<file path="config.mk">
export PLATFORM = sky130hd
export DESIGN_NAME = memop_decoder
export DESIGN_NICKNAME = d
export VERILOG_FILES = /design/src/rtl/memop_pkg.sv /design/src/rtl/memop_field_decode.sv /design/src/rtl/memop_seq_ctrl.sv /design/src/rtl/memop_decoder.sv
export SDC_FILE = /design/constraint.sdc
export NUM_CORES = 1
export LEC_CHECK = 0
export ABC_CLOCK_PERIOD_IN_PS = 7700
export BUFFER_PORTS_ARGS = -buffer_cell sky130_fd_sc_hd__buf_2
export CORE_UTILIZATION = 65
export DETAILED_ROUTE_END_ITERATION = 6
export PLACE_DENSITY = 0.95
export SYNTH_ARGS = -nofsm -noshare
export SYNTH_HDL_FRONTEND = slang
export SYNTH_HIERARCHICAL = 1
export SYNTH_SLANG_ARGS = --single-unit
</file>
<file path="constraint.sdc">
create_clock -name clk -period 7.7 [get_ports clk]
set_input_delay 0.77 -clock clk [delete_from_list [all_inputs] [get_ports clk]]
set_output_delay 0.77 -clock clk [all_outputs]
set_load 0.01 [all_outputs]
</file>
<file path="src/rtl/memop_pkg.sv">
package memop_pkg;

    localparam int WORD_W  = 32;
    localparam int XLEN    = 64;
    localparam int RF_W    = 5;
    localparam int OPC_W   = 6;
    localparam int STEP_W  = 4;

    typedef enum logic [1:0] {
        RT_NONE = 2'd0,
        RT_A    = 2'd1,
        RT_B    = 2'd2,
        RT_D    = 2'd3
    } route_e;

    typedef enum logic [2:0] {
        AM_REG     = 3'd0,
        AM_IND     = 3'd1,
        AM_POSTINC = 3'd2,
        AM_PREDEC  = 3'd3,
        AM_DISP32  = 3'd4,
        AM_DISP64  = 3'd5,
        AM_ABS32   = 3'd6,
        AM_ABS64   = 3'd7
    } amode_e;

    typedef enum logic [1:0] {
        ST_OPWORD = 2'd0,
        ST_EXT_LO = 2'd1,
        ST_EXT_HI = 2'd2
    } dec_state_e;

    typedef enum logic [1:0] {
        SRC_OP = 2'd0,
        SRC_LO = 2'd1,
        SRC_HI = 2'd2
    } emit_src_e;

    // field order is the bit order of the instruction word
    typedef struct packed {
        logic [OPC_W-1:0] opcode;
        logic [1:0]       size;
        logic [1:0]       xop;
        route_e           imm_route;
        route_e           mem_route;
        amode_e           mode;
        logic [RF_W-1:0]  ra;
        logic [RF_W-1:0]  rb;
        logic [RF_W-1:0]  rd;
    } opword_t;

    typedef struct packed {
        logic [OPC_W-1:0]  opcode;
        logic [1:0]        xop;
        logic [1:0]        size;
        amode_e            mode;
        logic [RF_W-1:0]   ra;
        logic [RF_W-1:0]   rb;
        logic [RF_W-1:0]   rd;
        logic              imm_valid;
        logic [XLEN-1:0]   imm;
        logic              mem_valid;
        logic [RF_W-1:0]   mem_reg;
        logic              absolute;
        logic [XLEN-1:0]   disp;
        logic              wb_en;
        logic [STEP_W-1:0] wb_step;
    } uop_t;

    function automatic logic [XLEN-1:0] sext_field(input logic [RF_W-1:0] f);
        return {{(XLEN-RF_W){f[RF_W-1]}}, f};
    endfunction

endpackage

</file>
<file path="src/rtl/memop_field_decode.sv">
module memop_field_decode
    import memop_pkg::*;
(
    input  opword_t    word,
    output uop_t       uop,
    output logic [1:0] ext_cnt,
    output logic       illegal
);

    logic [STEP_W-1:0] step;
    logic              auto_mode;

    always_comb begin
        step      = STEP_W'(1) << word.size;
        auto_mode = (word.mode == AM_POSTINC) || (word.mode == AM_PREDEC);

        illegal = (word.imm_route == RT_D) ||
                  ((word.imm_route != RT_NONE) && (word.imm_route == word.mem_route));

        unique case (word.mode)
            AM_DISP32, AM_ABS32: ext_cnt = 2'd1;
            AM_DISP64, AM_ABS64: ext_cnt = 2'd2;
            default:             ext_cnt = 2'd0;
        endcase

        uop.opcode   = word.opcode;
        uop.xop      = word.xop;
        uop.size     = word.size;
        uop.mode     = word.mode;
        uop.ra       = word.ra;
        uop.rb       = word.rb;
        uop.rd       = word.rd;
        uop.absolute = (word.mode == AM_ABS32) || (word.mode == AM_ABS64);

        unique case (word.imm_route)
            RT_A: begin
                uop.imm_valid = 1'b1;
                uop.imm       = sext_field(word.ra);
            end
            RT_B: begin
                uop.imm_valid = 1'b1;
                uop.imm       = sext_field(word.rb);
            end
            default: begin
                uop.imm_valid = 1'b0;
                uop.imm       = '0;
            end
        endcase

        unique case (word.mem_route)
            RT_A:    uop.mem_reg = word.ra;
            RT_B:    uop.mem_reg = word.rb;
            RT_D:    uop.mem_reg = word.rd;
            default: uop.mem_reg = '0;
        endcase
        uop.mem_valid = (word.mem_route != RT_NONE);

        uop.wb_en   = uop.mem_valid && auto_mode;
        uop.wb_step = uop.wb_en ? step : '0;

        // extension-word modes overwrite disp later in the top
        if (word.mode == AM_PREDEC) uop.disp = XLEN'(0) - XLEN'(step);
        else                        uop.disp = '0;
    end

    always_comb begin
        if (uop.wb_en) begin
            AST_STEP_ONEHOT: assert ($countones(uop.wb_step) == 1);
        end
    end

endmodule

</file>
<file path="src/rtl/memop_seq_ctrl.sv">
module memop_seq_ctrl
    import memop_pkg::*;
(
    input  logic       clk,
    input  logic       rst_n,
    input  logic       in_valid,
    input  logic [1:0] ext_cnt,
    input  logic       illegal,
    output logic       in_ready,
    output logic       take_op,
    output logic       take_lo,
    output logic       emit,
    output logic       flag_illegal,
    output emit_src_e  emit_src
);

    dec_state_e state, state_nx;
    logic       need_hi_q;
    logic       accept;

    // state register
    always_ff @(posedge clk) begin
        if (!rst_n) begin
            state     <= ST_OPWORD;
            need_hi_q <= 1'b0;
        end else begin
            state <= state_nx;
            if (take_op) need_hi_q <= (ext_cnt == 2'd2);
        end
    end

    // next state: OP_DONE, OP_NEED_EXT, LO_DONE, LO_MORE, HI_DONE, WAIT
    always_comb begin
        state_nx = state;
        unique case (state)
            ST_OPWORD: if (in_valid && !illegal && ext_cnt != 2'd0) state_nx = ST_EXT_LO;
            ST_EXT_LO: if (in_valid) state_nx = need_hi_q ? ST_EXT_HI : ST_OPWORD;
            ST_EXT_HI: if (in_valid) state_nx = ST_OPWORD;
            default:   state_nx = ST_OPWORD;
        endcase
    end

    // outputs
    always_comb begin
        in_ready     = rst_n;
        accept       = in_valid && in_ready;
        take_op      = 1'b0;
        take_lo      = 1'b0;
        emit         = 1'b0;
        flag_illegal = 1'b0;
        emit_src     = SRC_OP;
        unique case (state)
            ST_OPWORD: begin
                take_op      = accept;
                flag_illegal = accept && illegal;
                emit         = accept && !illegal && (ext_cnt == 2'd0);
                emit_src     = SRC_OP;
            end
            ST_EXT_LO: begin
                take_lo  = accept;
                emit     = accept && !need_hi_q;
                emit_src = SRC_LO;
            end
            ST_EXT_HI: begin
                emit     = accept;
                emit_src = SRC_HI;
            end
            default: ;
        endcase
    end

    AST_HI_FOLLOWS_LO: assert property (@(posedge clk) disable iff (!rst_n)
        (state == ST_EXT_HI && $past(state) != ST_EXT_HI) |-> $past(state) == ST_EXT_LO);

    AST_WAIT_HOLDS: assert property (@(posedge clk) disable iff (!rst_n)
        (!in_valid && state != ST_OPWORD) |=> $stable(state));

endmodule

</file>
<file path="src/rtl/memop_decoder.sv">
module memop_decoder
    import memop_pkg::*;
(
    input  logic              clk,
    input  logic              rst_n,
    input  logic              in_valid,
    output logic              in_ready,
    input  logic [WORD_W-1:0] in_word,
    output logic              out_valid,
    output logic              out_illegal,
    output logic [OPC_W-1:0]  out_opcode,
    output logic [1:0]        out_xop,
    output logic [1:0]        out_size,
    output logic [2:0]        out_mode,
    output logic [RF_W-1:0]   out_src_a,
    output logic [RF_W-1:0]   out_src_b,
    output logic [RF_W-1:0]   out_dst,
    output logic              out_imm_valid,
    output logic [XLEN-1:0]   out_imm,
    output logic              out_mem_valid,
    output logic [RF_W-1:0]   out_mem_reg,
    output logic              out_absolute,
    output logic [XLEN-1:0]   out_disp,
    output logic              out_wb_en,
    output logic [STEP_W-1:0] out_wb_step
);

    uop_t              dec_uop;
    logic [1:0]        ext_cnt;
    logic              illegal;
    logic              take_op, take_lo, emit, flag_illegal;
    emit_src_e         emit_src;
    uop_t              pend_q;
    logic [WORD_W-1:0] lo_q;
    uop_t              rec_nx, rec_q;
    logic              valid_q, illegal_q;

    memop_field_decode u_fields (
        .word    (opword_t'(in_word)),
        .uop     (dec_uop),
        .ext_cnt (ext_cnt),
        .illegal (illegal)
    );

    memop_seq_ctrl u_ctrl (
        .clk          (clk),
        .rst_n        (rst_n),
        .in_valid     (in_valid),
        .ext_cnt      (ext_cnt),
        .illegal      (illegal),
        .in_ready     (in_ready),
        .take_op      (take_op),
        .take_lo      (take_lo),
        .emit         (emit),
        .flag_illegal (flag_illegal),
        .emit_src     (emit_src)
    );

    always_comb begin
        rec_nx = pend_q;
        unique case (emit_src)
            SRC_OP: rec_nx = dec_uop;
            SRC_LO: begin
                if (pend_q.mode == AM_ABS32)
                    rec_nx.disp = {{(XLEN-WORD_W){1'b0}}, in_word};
                else
                    rec_nx.disp = {{(XLEN-WORD_W){in_word[WORD_W-1]}}, in_word};
            end
            SRC_HI: rec_nx.disp = {in_word, lo_q};
            default: ;
        endcase
    end

    always_ff @(posedge clk) begin
        if (!rst_n) begin
            valid_q   <= 1'b0;
            illegal_q <= 1'b0;
            rec_q     <= '0;
            pend_q    <= '0;
            lo_q      <= '0;
        end else begin
            valid_q   <= emit;
            illegal_q <= flag_illegal;
            if (emit)    rec_q  <= rec_nx;
            if (take_op) pend_q <= dec_uop;
            if (take_lo) lo_q   <= in_word;
        end
    end

    assign out_valid     = valid_q;
    assign out_illegal   = illegal_q;
    assign out_opcode    = rec_q.opcode;
    assign out_xop       = rec_q.xop;
    assign out_size      = rec_q.size;
    assign out_mode      = rec_q.mode;
    assign out_src_a     = rec_q.ra;
    assign out_src_b     = rec_q.rb;
    assign out_dst       = rec_q.rd;
    assign out_imm_valid = rec_q.imm_valid;
    assign out_imm       = rec_q.imm;
    assign out_mem_valid = rec_q.mem_valid;
    assign out_mem_reg   = rec_q.mem_reg;
    assign out_absolute  = rec_q.absolute;
    assign out_disp      = rec_q.disp;
    assign out_wb_en     = rec_q.wb_en;
    assign out_wb_step   = rec_q.wb_step;

    AST_OUT_AFTER_ACCEPT: assert property (@(posedge clk) disable iff (!rst_n)
        (out_valid || out_illegal) |-> $past(in_valid && in_ready));

    AST_ONE_OUTCOME: assert property (@(posedge clk) disable iff (!rst_n)
        !(out_valid && out_illegal));

    AST_WB_ONLY_AUTO: assert property (@(posedge clk) disable iff (!rst_n)
        (out_valid && out_wb_en) |-> (out_mode == 3'd2 || out_mode == 3'd3) && out_mem_valid);

    AST_READY_OUT_OF_RESET: assert property (@(posedge clk) disable iff (!rst_n)
        in_ready);

endmodule

</file>
==> results.md, run 1 <==
* Status: complete, no violations
* Max VDD drop at 0.000208 V
* DR WL/cell at 20.3 µm
* Area grow syn2layout at 7.20%
* Fraction of registers with async set/reset at 0
* Max_slew headroom at 0.166
* Setup TNS at 0 ns
* Gate Count Post-Synth at 1831
* Finished Layout Cells at 2165
* Avg Vias per Cell at 6.24
* Gate power share at 0.103
* Root Buffer: clkbuf_16
* Worst slew pin tran at 1.25 ns
* Final net count at 1838
* # IOs at 207
* Post-CTS Hold Buffers at 0
* CTS Buffer Depth at 3
* CP Capture Type: flop
* Design Area, Final at 18500 µm²
* Placed cell count at 2093
* Post-synth cell types at 48
* CTS clock-pin slew for the worst setup and hold paths at 0.06 ns
* CTS tree: built
* Clock power frac at 0.446
* Total Routing Usage GR at 0.315
* Achievable frequency at 285 MHz
* PortBufs at 206
* Final Hold Fails at 0
* Post-synth EDFFs at 0
* Final antenna-violating net count at 0
* Layout fillers at 1742
* Worst Clk Skew at 0.0233 ns
* First-pass GRT wire length at 67500 µm
* P_sw at 1.11 mW
* Fraction of layout cells with a size suffix above 1 at 0.211
* Leading cell type in the layout, fill and taps excluded: dfxtp_1
* Buf+Inv Stages, Crit Path at 4
* Clk_lat worst skew at 0.54 ns
* Slew Viols, Final at 0
* Pleak at 6.99 nW
* Final setup fails at 0
* Critical path arrival at 3.92 ns
* Max cap viols at 0
* Seq/Total Area, Yosys at 0.436
* Pin count of the biggest net entering global routing at 185
* CP max FO at 184
* Primary FF master, synth: dfxtp_1
* Seq pwr share at 0.451
* H-Tree Level Count at 2
* Post-CTS setup buffer count at 0
* Area post-placement at 17100 µm²
* PD cells at 245 nW/µm²
* Worst stage delay on the critical path at 0.69 ns
* DR iter-0 viols at 1775
* Area occupied by multi-input gates at 7940 µm²
* Post-route DRC at 0
* Final wirelength at 43900 µm
* Detailed placement HPWL at 25000 µm
* Die X at 165 µm
* Antenna violations before repair at 2
* CP required at 8.11 ns
* Die Span Y at 165 µm
* Register bit total from synthesis at 375
* Avg Synthesized Cell Area at 9.41 µm²
* Max FFs per register at 169
* Critical path launch point type: input port
* Final period utilization at 0.456
* Register area at 7510 µm²
* Core footprint at 26100 µm²
* Syn nets at 1871
* Via count at 13519
* Sw frac at 0.246
* Slowest-stage cell, CP: buf_12
* GR Overflow Total at 0
* Synth Warn # at 6
* Unrepaired setup endpoints after global routing: false
* Cell Chain, Critical Path: buf_2, ha_1, inv_1, o31ai_1, or3_1, a211oi_4, buf_4, buf_12, nor2_1, a311oi_1
* Cell family with most CP delay: buffers and inverters
* Most frequent cells in the layout: dfxtp_1 (375), nor2_1 (344), nand2_1 (246), mux2i_1 (234), buf_2 (206)
* CTS sink count at 375
* Die area at 27200 µm²
* CTS buffer count at 38
* PostCTS Resize Cnt at 0
* GP Congestion at 0.808
* Initial Utilization at 0.661
* Fin crit period at 3.51 ns
* Min Hold Slack at 0.452 ns
* Crit Path Class: input port to flop
* Internal Power at 3.41 mW
* Type of the worst min-delay path: flop to flop
* Drt first pass iters at 5
* Post-Syn Area at 17200 µm²
* Biggest register: pend_q
* Vias in the first global route at 12646
* Rows at 59
* Final design utilization at 0.709
final cells by class:
type | instances | area share
multi-input cells | 1154 | 0.430
diodes | 2 | 0.000271
well taps | 335 | 0.0227
repair buffers | 221 | 0.0633
flip-flops and latches | 375 | 0.406
inverters | 8 | 0.00203
clock buffers | 60 | 0.0647
clock inverters | 10 | 0.0107
worst min-delay path: cells and delay by family (launching register included):
family / cells / cell delay, ns
AOI/OAI and AO/OA: 1 / 0.05
DFF: 1 / 0.31
and+or+nand+nor: 1 / 0.05
stage by stage:
| step | total power, mW | setup WS, ns |
|---|---|---|
| floorplan | 2.45 | 3.38 |
| global placement | 2.52 | 3.99 |
| detailed placement | 2.54 | 3.80 |
| CTS | 4.53 | 4.27 |
| global route | 4.67 | 4.12 |
| finish | 4.52 | 4.19 |
worst paths after layout:
kind	from	endpoint	slack, ns	cells after the start
worst max-delay path	in_word[20]	out_imm[63]	4.19	10
worst min-delay path	out_disp[35]	out_disp[35]	0.45	2
worst max register to register	u_ctrl/state[0]	lo_q[3]	4.57	6
worst min register to register	out_disp[35]	out_disp[35]	0.45	2
layer usage:
metal  vias to the layer above  GRT usage  wire length [µm]
met1                      6569      0.412             17500
met4                         0      0.146              1680
met2                       674      0.503             20800
li1                       6126          -                 -
met3                       150     0.0595              3950
met5                         -          0                 0
power groups by stage:
stage	logic, mW	registers [mW]	clock network (mW)
finish	0.465	2.04	2.02
global route	0.499	2.05	2.12
CTS	0.460	2.04	2.04
detailed placement	0.455	2.08	0
global placement	0.439	2.08	0
floorplan	0.358	2.09	0
synthesized netlist by cell type, types with 2 or more instances:
| library cell | instances | share of area |
|---|---|---|
| nand2b_1 | 5 | 0.0018 |
| a221oi_1 | 7 | 0.0036 |
| nor2b_1 | 9 | 0.0033 |
| clkbuf_1 | 69 | 0.015 |
| a311oi_2 | 27 | 0.024 |
| mux4_2 | 32 | 0.042 |
| xor2_1 | 2 | 0.0010 |
| buf_6 | 6 | 0.0039 |
| a22o_1 | 5 | 0.0025 |
| inv_1 | 7 | 0.0015 |
| nor3_1 | 3 | 0.00087 |
| and2b_1 | 2 | 0.00087 |
| mux2_2 | 3 | 0.0020 |
| o21a_1 | 33 | 0.014 |
| a311oi_1 | 78 | 0.040 |
| dfxtp_1 | 375 | 0.44 |
| and2_1 | 5 | 0.0018 |
| ha_1 | 5 | 0.0036 |
| a22oi_1 | 5 | 0.0022 |
| nand2_1 | 246 | 0.054 |
| o21ai_1 | 30 | 0.0087 |
| buf_4 | 157 | 0.068 |
| nand3b_1 | 2 | 0.00087 |
| o21ai_0 | 34 | 0.0099 |
| buf_2 | 56 | 0.016 |
| a221oi_2 | 25 | 0.022 |
| a21oi_1 | 2 | 0.00058 |
| mux2i_1 | 234 | 0.14 |
| nor2_1 | 344 | 0.075 |
| buf_1 | 5 | 0.0011 |
kinds of logic after synthesis:
kind of cell,share of synthesized area
AOI/OAI and AO/OA,0.129
xor gates and xnor gates,0.00102
adders and majority gates,0.00363
buffers and inverters,0.107
DFF,0.436
muxes,0.181
and+or+nand+nor,0.143
No activity file was read; power rests on OpenSTA's default activity.
==> inputs of run 2 (changes only) <==
ABC_CLOCK_PERIOD_IN_PS = 3600   (was 7700)
CORE_UTILIZATION = 60   (was 65)
PLACE_DENSITY = 0.92   (was 0.95)
clock period = 3.6 ns   (was 7.7 ns; I/O delays follow)
==> run 2 against run 1 <==
Clock skew rose by 0.0030 ns; clock power rose by 99%; largest power group unchanged; register-to-register slack got worse by 3.7 ns; the flow now finishes with violations (design-rule violations); global-route usage fell by 3.1 points; worst setup slack got worse by 3.3 ns; critical endpoint is now out_imm[54]; highest routed layer unchanged; count of clock-buffer cells in the layout fell by 4; via count fell by 1.0%; first-iteration DRC count fell by 14%; combinational power rose by 120%; wire length fell by 2.7%; core utilization fell by 4.4 points.
==> results.md, run 2 (same netlist as run 1, synthesis figures left out) <==
* Final setup margin at 0.917 ns (-3.27 ns)
* CTS sink count at 375 (unchanged)
* GP Congestion at 0.880 (+8.9%)
* Clk_lat worst skew at 0.54 ns (about the same)
* Setup TNS at 0 ns (unchanged)
* Seq pwr share at 0.465 (+0.014)
* PD cells at 504 nW/µm² (+110%)
* Worst Clk Skew at 0.0262 ns (+0.00295 ns)
* Internal Power at 7.08 mW (+110%)
* WHS Path Cells at 3 (+1)
* Post-CTS Hold Buffers at 0 (unchanged)
* R2R cell count at 5 (-1)
* CP max FO at 92 (-50%)
* Initial Utilization at 0.615 (-0.0461)
* Die Span Y at 171 µm (+4.0%)
* P_sw at 2.32 mW (+110%)
* Final Hold Fails at 0 (unchanged)
* Sw frac at 0.247 (+0.000957)
* Failing checks: design-rule violations
* Final net count at 1854 (+0.87%)
* Die X at 171 µm (+4.0%)
* Max VDD drop at 0.000412 V (+98%)
* Crit Path Class: flop to flop
* Worst slew pin tran at 1.04 ns (-0.212 ns)
* Post-CTS setup buffer count at 0 (unchanged)
* Total Routing Usage GR at 0.284 (-0.0311)
* Root Buffer: clkbuf_16
* Drt first pass iters at 7 (+2)
* Final setup fails at 0 (unchanged)
* Slew Viols, Final at 0 (unchanged)
* Detailed placement HPWL at 25900 µm (+3.6%)
* First-pass GRT wire length at 66400 µm (-1.5%)
* RR Endpoint: out_imm[54]
* H-Tree Level Count at 2 (unchanged)
* Finished Layout Cells at 2218 (+2.4%)
* PostCTS Resize Cnt at 0 (unchanged)
* CP Capture Type: flop
* Type of the worst min-delay path: input port to flop
* Pin count of the biggest net entering global routing at 124 (-33%)
* Hold path startpoint: in_valid
* Min Hold Slack at 0.159 ns (-0.293 ns)
* Most frequent cells in the layout: dfxtp_1 (375), nor2_1 (344), nand2_1 (246), mux2i_1 (234), buf_2 (206)
* Max FFs per register at 169 (unchanged)
* Die area at 29400 µm² (+8.2%)
* Fin crit period at 2.68 ns
* CTS tree: built
* Rows at 61 (+3.4%)
* Reg2Reg Setup Slack at 0.92 ns (-3.65 ns)
* Critical path arrival at 3.09 ns (-0.83 ns)
* Status: finished with violations
* Final wirelength at 42700 µm (-2.7%)
* Achievable frequency at 373 MHz
* GR Overflow Total at 0 (unchanged)
* Via count at 13383 (-1.0%)
* CTS clock-pin slew for the worst setup and hold paths at 0.06 ns (about the same)
* Core footprint at 28000 µm² (+7.5%)
* Worst flop-to-flop path startpoint: u_ctrl/state[1]
* Pleak at 7.04 nW (+0.60%)
* Gate power share at 0.108 (+0.005)
* CTS buffer count at 39 (+2.6%)
* Final design utilization at 0.665 (-0.0435)
* Vias in the first global route at 12628 (-0.14%)
* DR iter-0 viols at 1518 (-14%)
* Clock power frac at 0.428 (-0.018)
* PortBufs at 206 (unchanged)
* DR WL/cell at 19.3 µm (-5.0%)
* # IOs at 207 (unchanged)
* CTS Buffer Depth at 3 (unchanged)
* Leading cell type in the layout, fill and taps excluded: dfxtp_1
* Unrepaired setup endpoints after global routing: false
* Final period utilization at 0.745
* Max_slew headroom at 0.308 (+0.141)
* Max cap viols at 0 (unchanged)
* CP required at 4.01 ns (-4.10 ns)
* Critical path launch point type: flop
* Antenna violations before repair at 1 (-1)
* Post-Place Setup Slack at 0.796 ns (-3.01 ns)
* Placed cell count at 2151 (+2.8%)
* Avg Vias per Cell at 6.03 (-3.4%)
* Hold worst-path end: u_ctrl/state[0]
* Fraction of layout cells with a size suffix above 1 at 0.213 (+0.00200)
* Biggest register: pend_q
* Area grow syn2layout at 8.15%
* Post-route DRC at 2 (+2)
* Final antenna-violating net count at 0 (unchanged)
[run 2: cell types whose count changed in the layout (fill, tap and decap cells not counted), sizes merged]
cell      delta
buf         +15
clkbuf       -4
bufinv       -1
clkinv       -1
clkinvlp     +1
diode        -1
inv          +1
[run 2: area by class of cell]
class | instances | area [µm²]
antenna | 1 | 2.50
clock buffer | 56 | 1100
clock inverter | 10 | 168
fill | 2028 | 9370
inverter | 8 | 37.5
multi-input combinational | 1154 | 7940
sequential | 375 | 7510
tap | 378 | 473
timing repair buffer | 236 | 1410
[run 2: per-layer routing]
| layer | global-route usage | share of wire | up-vias |
|---|---|---|---|
| met5 | 0 | 0 | - |
| met4 | 0.138 | 0.044 | 0 |
| met3 | 0.0683 | 0.099 | 164 |
| met2 | 0.454 | 0.46 | 685 |
| met1 | 0.358 | 0.40 | 6382 |
| li1 | - | - | 6152 |
[run 2: per-stage QoR]
| step | power, mW | instance area, µm² |
|---|---|---|
| detailed placement | 5.44 | 17400 |
| global route | 9.71 | 18600 |
| floorplan | 5.24 | 17200 |
| CTS | 9.42 | 18600 |
| finish | 9.40 | 18600 |
| global placement | 5.41 | 17400 |
[run 2: worst max-delay path by stage]
| stage | to | start | cells past startpoint | slack (ns) |
|---|---|---|---|---|
| after floorplan | out_imm[57] | in_word[20] | 6 | 0.12 |
| after global placement | out_disp[32] | in_word[19] | 10 | 0.88 |
| after detailed placement | out_disp[32] | in_word[19] | 10 | 0.80 |
| after CTS | out_imm[54] | u_ctrl/state[1] | 5 | 0.97 |
| after global routing | out_disp[32] | u_ctrl/state[0] | 4 | 0.83 |
| final | out_imm[54] | u_ctrl/state[1] | 5 | 0.92 |
[run 2: power groups by stage]
stage	Sequential [mW]	Combinational [mW]	Clock, mW
2_1_floorplan	4.48	0.764	0
3_3_place_gp	4.44	0.965	0
3_5_place_dp	4.45	0.992	0
4_1_cts	4.36	1.00	4.05
5_1_grt	4.38	1.09	4.24
6_report	4.37	1.01	4.02
[run 2: worst max-delay path: stages (launching register included)]
cell and delay [ns]:
dfxtp_1 0.44, and2b_4 0.34, nor2_4 0.78, buf_12 0.45, nand2_1 0.19, a311oi_2 0.34
==> inputs of run 3 (changes only) <==
ABC_CLOCK_PERIOD_IN_PS = 2400   (was 3600)
CORE_UTILIZATION = 55   (was 60)
PLACE_DENSITY = 0.89   (was 0.92)
clock period = 2.4 ns   (was 3.6 ns; I/O delays follow)
==> run 3 against run 2 <==
The run now ends clean; flip-flop and latch count is the same; count of clock-buffer cells in the layout shrank 3; clock skew shrank 0.0062 ns; largest cell class unchanged; largest power group unchanged.
==> results.md, run 3 (same netlist as run 1, synthesis figures left out) <==
* Status: complete, no violations
* Finished Layout Cells at 2258 (+1.8%)
* Layout fillers at 2382 (+17%)
* Die X at 179 µm (+4.4%)
* Final setup fails at 0 (unchanged)
* GR Overflow Total at 0 (unchanged)
* Post-route DRC at 0 (-2)
* Root Buffer: clkbuf_16
* CTS clock-pin slew for the worst setup and hold paths at 0.06 ns (about the same)
* Achievable frequency at 442 MHz (+19%)
* Crit Path Class: flop to flop
* Worst flop-to-flop path startpoint: u_ctrl/state[0]
* Sw frac at 0.252 (+0.00546)
* GP Congestion at 0.860 (-2.3%)
* Biggest register: pend_q
* CP required at 2.82 ns (-1.19 ns)
* DR WL/cell at 19.1 µm (-1.1%)
* Leading cell type in the layout, fill and taps excluded: dfxtp_1
* Unrepaired setup endpoints after global routing: false
* Worst Clk Skew at 0.0200 ns (-0.00623 ns)
* Pleak at 7.19 nW (+2.2%)
* CTS buffer count at 39 (unchanged)
* Internal Power at 10.4 mW (+47%)
* # IOs at 207 (unchanged)
* Vias in the first global route at 12630 (+0.016%)
* H-Tree Level Count at 2 (unchanged)
* Total Routing Usage GR at 0.264 (-0.0195)
* Register area at 7510 µm² (unchanged)
* Post-CTS setup buffer count at 0 (unchanged)
* CP Capture Type: flop
* Final period utilization at 0.943 (+0.198)
* Setup TNS at 0 ns (unchanged)
* Critical path arrival at 2.68 ns (-0.41 ns)
* Rows at 64 (+4.9%)
* Slew Viols, Final at 0 (unchanged)
* Max VDD drop at 0.000472 V (+15%)
* CTS Buffer Depth at 3 (unchanged)
* P_sw at 3.52 mW (+52%)
* Die Span Y at 179 µm (+4.4%)
* Fraction of layout cells with a size suffix above 1 at 0.225 (+0.0127)
* Type of the worst min-delay path: input port to flop
* Post-CTS Hold Buffers at 0 (unchanged)
* Max_slew headroom at 0.482 (+0.175)
* R2R cell count at 5 (unchanged)
* Clock power frac at 0.418 (-0.010)
* PortBufs at 206 (unchanged)
* Reg2Reg Setup Slack at 0.14 ns (-0.78 ns)
* PD cells at 737 nW/µm² (+46%)
* Hold path startpoint: in_word[28]
* Drt first pass iters at 5 (-2)
* DR iter-0 viols at 1256 (-17%)
* Core footprint at 30700 µm² (+9.5%)
* First-pass GRT wire length at 67000 µm (+0.82%)
* Fin crit period at 2.26 ns (-0.419 ns)
* Area grow syn2layout at 9.95%
* Gate power share at 0.113 (+0.005)
* Pin count of the biggest net entering global routing at 118 (-4.8%)
* Clk_lat worst skew at 0.53 ns (about the same)
* Detailed placement HPWL at 27200 µm (+5.0%)
* CP max FO at 105 (+14%)
* Final Hold Fails at 0 (unchanged)
* Min Hold Slack at 0.0480 ns (-0.111 ns)
* PostCTS Resize Cnt at 0 (unchanged)
* Final antenna-violating net count at 0 (unchanged)
* RR Endpoint: out_imm[54]
* Hold worst-path end: out_opcode[2]
* CTS tree: built
* Critical path launch point type: flop
* Total chip power at 14.0 mW (+49%)
* Final net count at 1878 (+1.3%)
* Placed cell count at 2193 (+2.0%)
* Via count at 13233 (-1.1%)
* Avg Vias per Cell at 5.86 (-2.9%)
* Max cap viols at 0 (unchanged)
* WHS Path Cells at 3 (unchanged)
* Die area at 32000 µm² (+9.0%)
* Area occupied by multi-input gates at 7940 µm² (unchanged)
* Initial Utilization at 0.562 (-0.0533)
* Worst slew pin tran at 0.777 ns (-0.262 ns)
* Antenna violations before repair at 1 (unchanged)
* CTS sink count at 375 (unchanged)
* Most frequent cells in the layout: dfxtp_1 (375), nor2_1 (344), nand2_1 (246), mux2i_1 (234), buf_2 (206)
* Max FFs per register at 169 (unchanged)
* Final wirelength at 43000 µm (+0.71%)
* Seq pwr share at 0.469 (+0.004)
## run 3: changes by cell type in the layout (fill, tap and decap cells not counted), sizes merged
| cell | delta |
|---|---|
| clkinvlp | -1 |
| bufinv | -3 |
| clkinv | +4 |
| diode | +1 |
| clkbuf | -3 |
| buf | +24 |
## run 3: worst max-delay path: stages (launching register included)
cell,delay (ns)
dfxtp_1,0.52
and2b_4,0.48
or2_4,0.22
buf_12,0.37
nand2_1,0.18
a311oi_2,0.32
## run 3: layer usage
| metal | vias up | global-route usage | part of all wire |
|---|---|---|---|
| met5 | - | 0 | 0 |
| met4 | 0 | 0.0985 | 0.031 |
| met3 | 114 | 0.0604 | 0.093 |
| met2 | 565 | 0.433 | 0.47 |
| met1 | 6370 | 0.338 | 0.41 |
| li1 | 6184 | - | - |
## run 3: per-stage QoR
step,instance area (µm²),util,setup WS [ns]
after floorplan,17300,-,0.156
after global placement,17700,0.578,0.0317
after detailed placement,17700,0.578,-0.129
after CTS,18900,0.618,0.149
after global routing,18900,0.618,0.0326
final,18900,0.618,0.137
## run 3: power by group through the flow
stage | sequential, mW | clock [mW] | combinational, mW
floorplan | 6.72 | 0 | 1.14
global placement | 6.67 | 0 | 1.51
detailed placement | 6.68 | 0 | 1.56
CTS | 6.54 | 5.91 | 1.57
global route | 6.57 | 6.17 | 1.71
finish | 6.54 | 5.83 | 1.58
## run 3: final cells by class
| type | count | area share |
|---|---|---|
| Clock inverter | 10 | 0.00495 |
| Sequential cell | 375 | 0.396 |
| Clock buffer | 53 | 0.0596 |
| Inverter | 8 | 0.00198 |
| Multi-Input combinational cell | 1154 | 0.419 |
| Antenna cell | 2 | 0.000264 |
| Tap cell | 396 | 0.0261 |
| Timing Repair Buffer | 260 | 0.0917 |
## run 3: how the worst max path moves through the flow
stage / startpoint / endpoint / slack [ns] / cells past startpoint
3_5_place_dp: in_word[20] / out_imm[31] / -0.13 / 10
6_report: u_ctrl/state[0] / out_imm[54] / 0.14 / 5
2_1_floorplan: in_word[24] / out_disp[10] / 0.16 / 7
5_1_grt: u_ctrl/state[0] / out_imm[54] / 0.03 / 5
4_1_cts: u_ctrl/state[0] / out_imm[54] / 0.15 / 5
3_3_place_gp: in_word[20] / out_mode[1] / 0.03 / 9
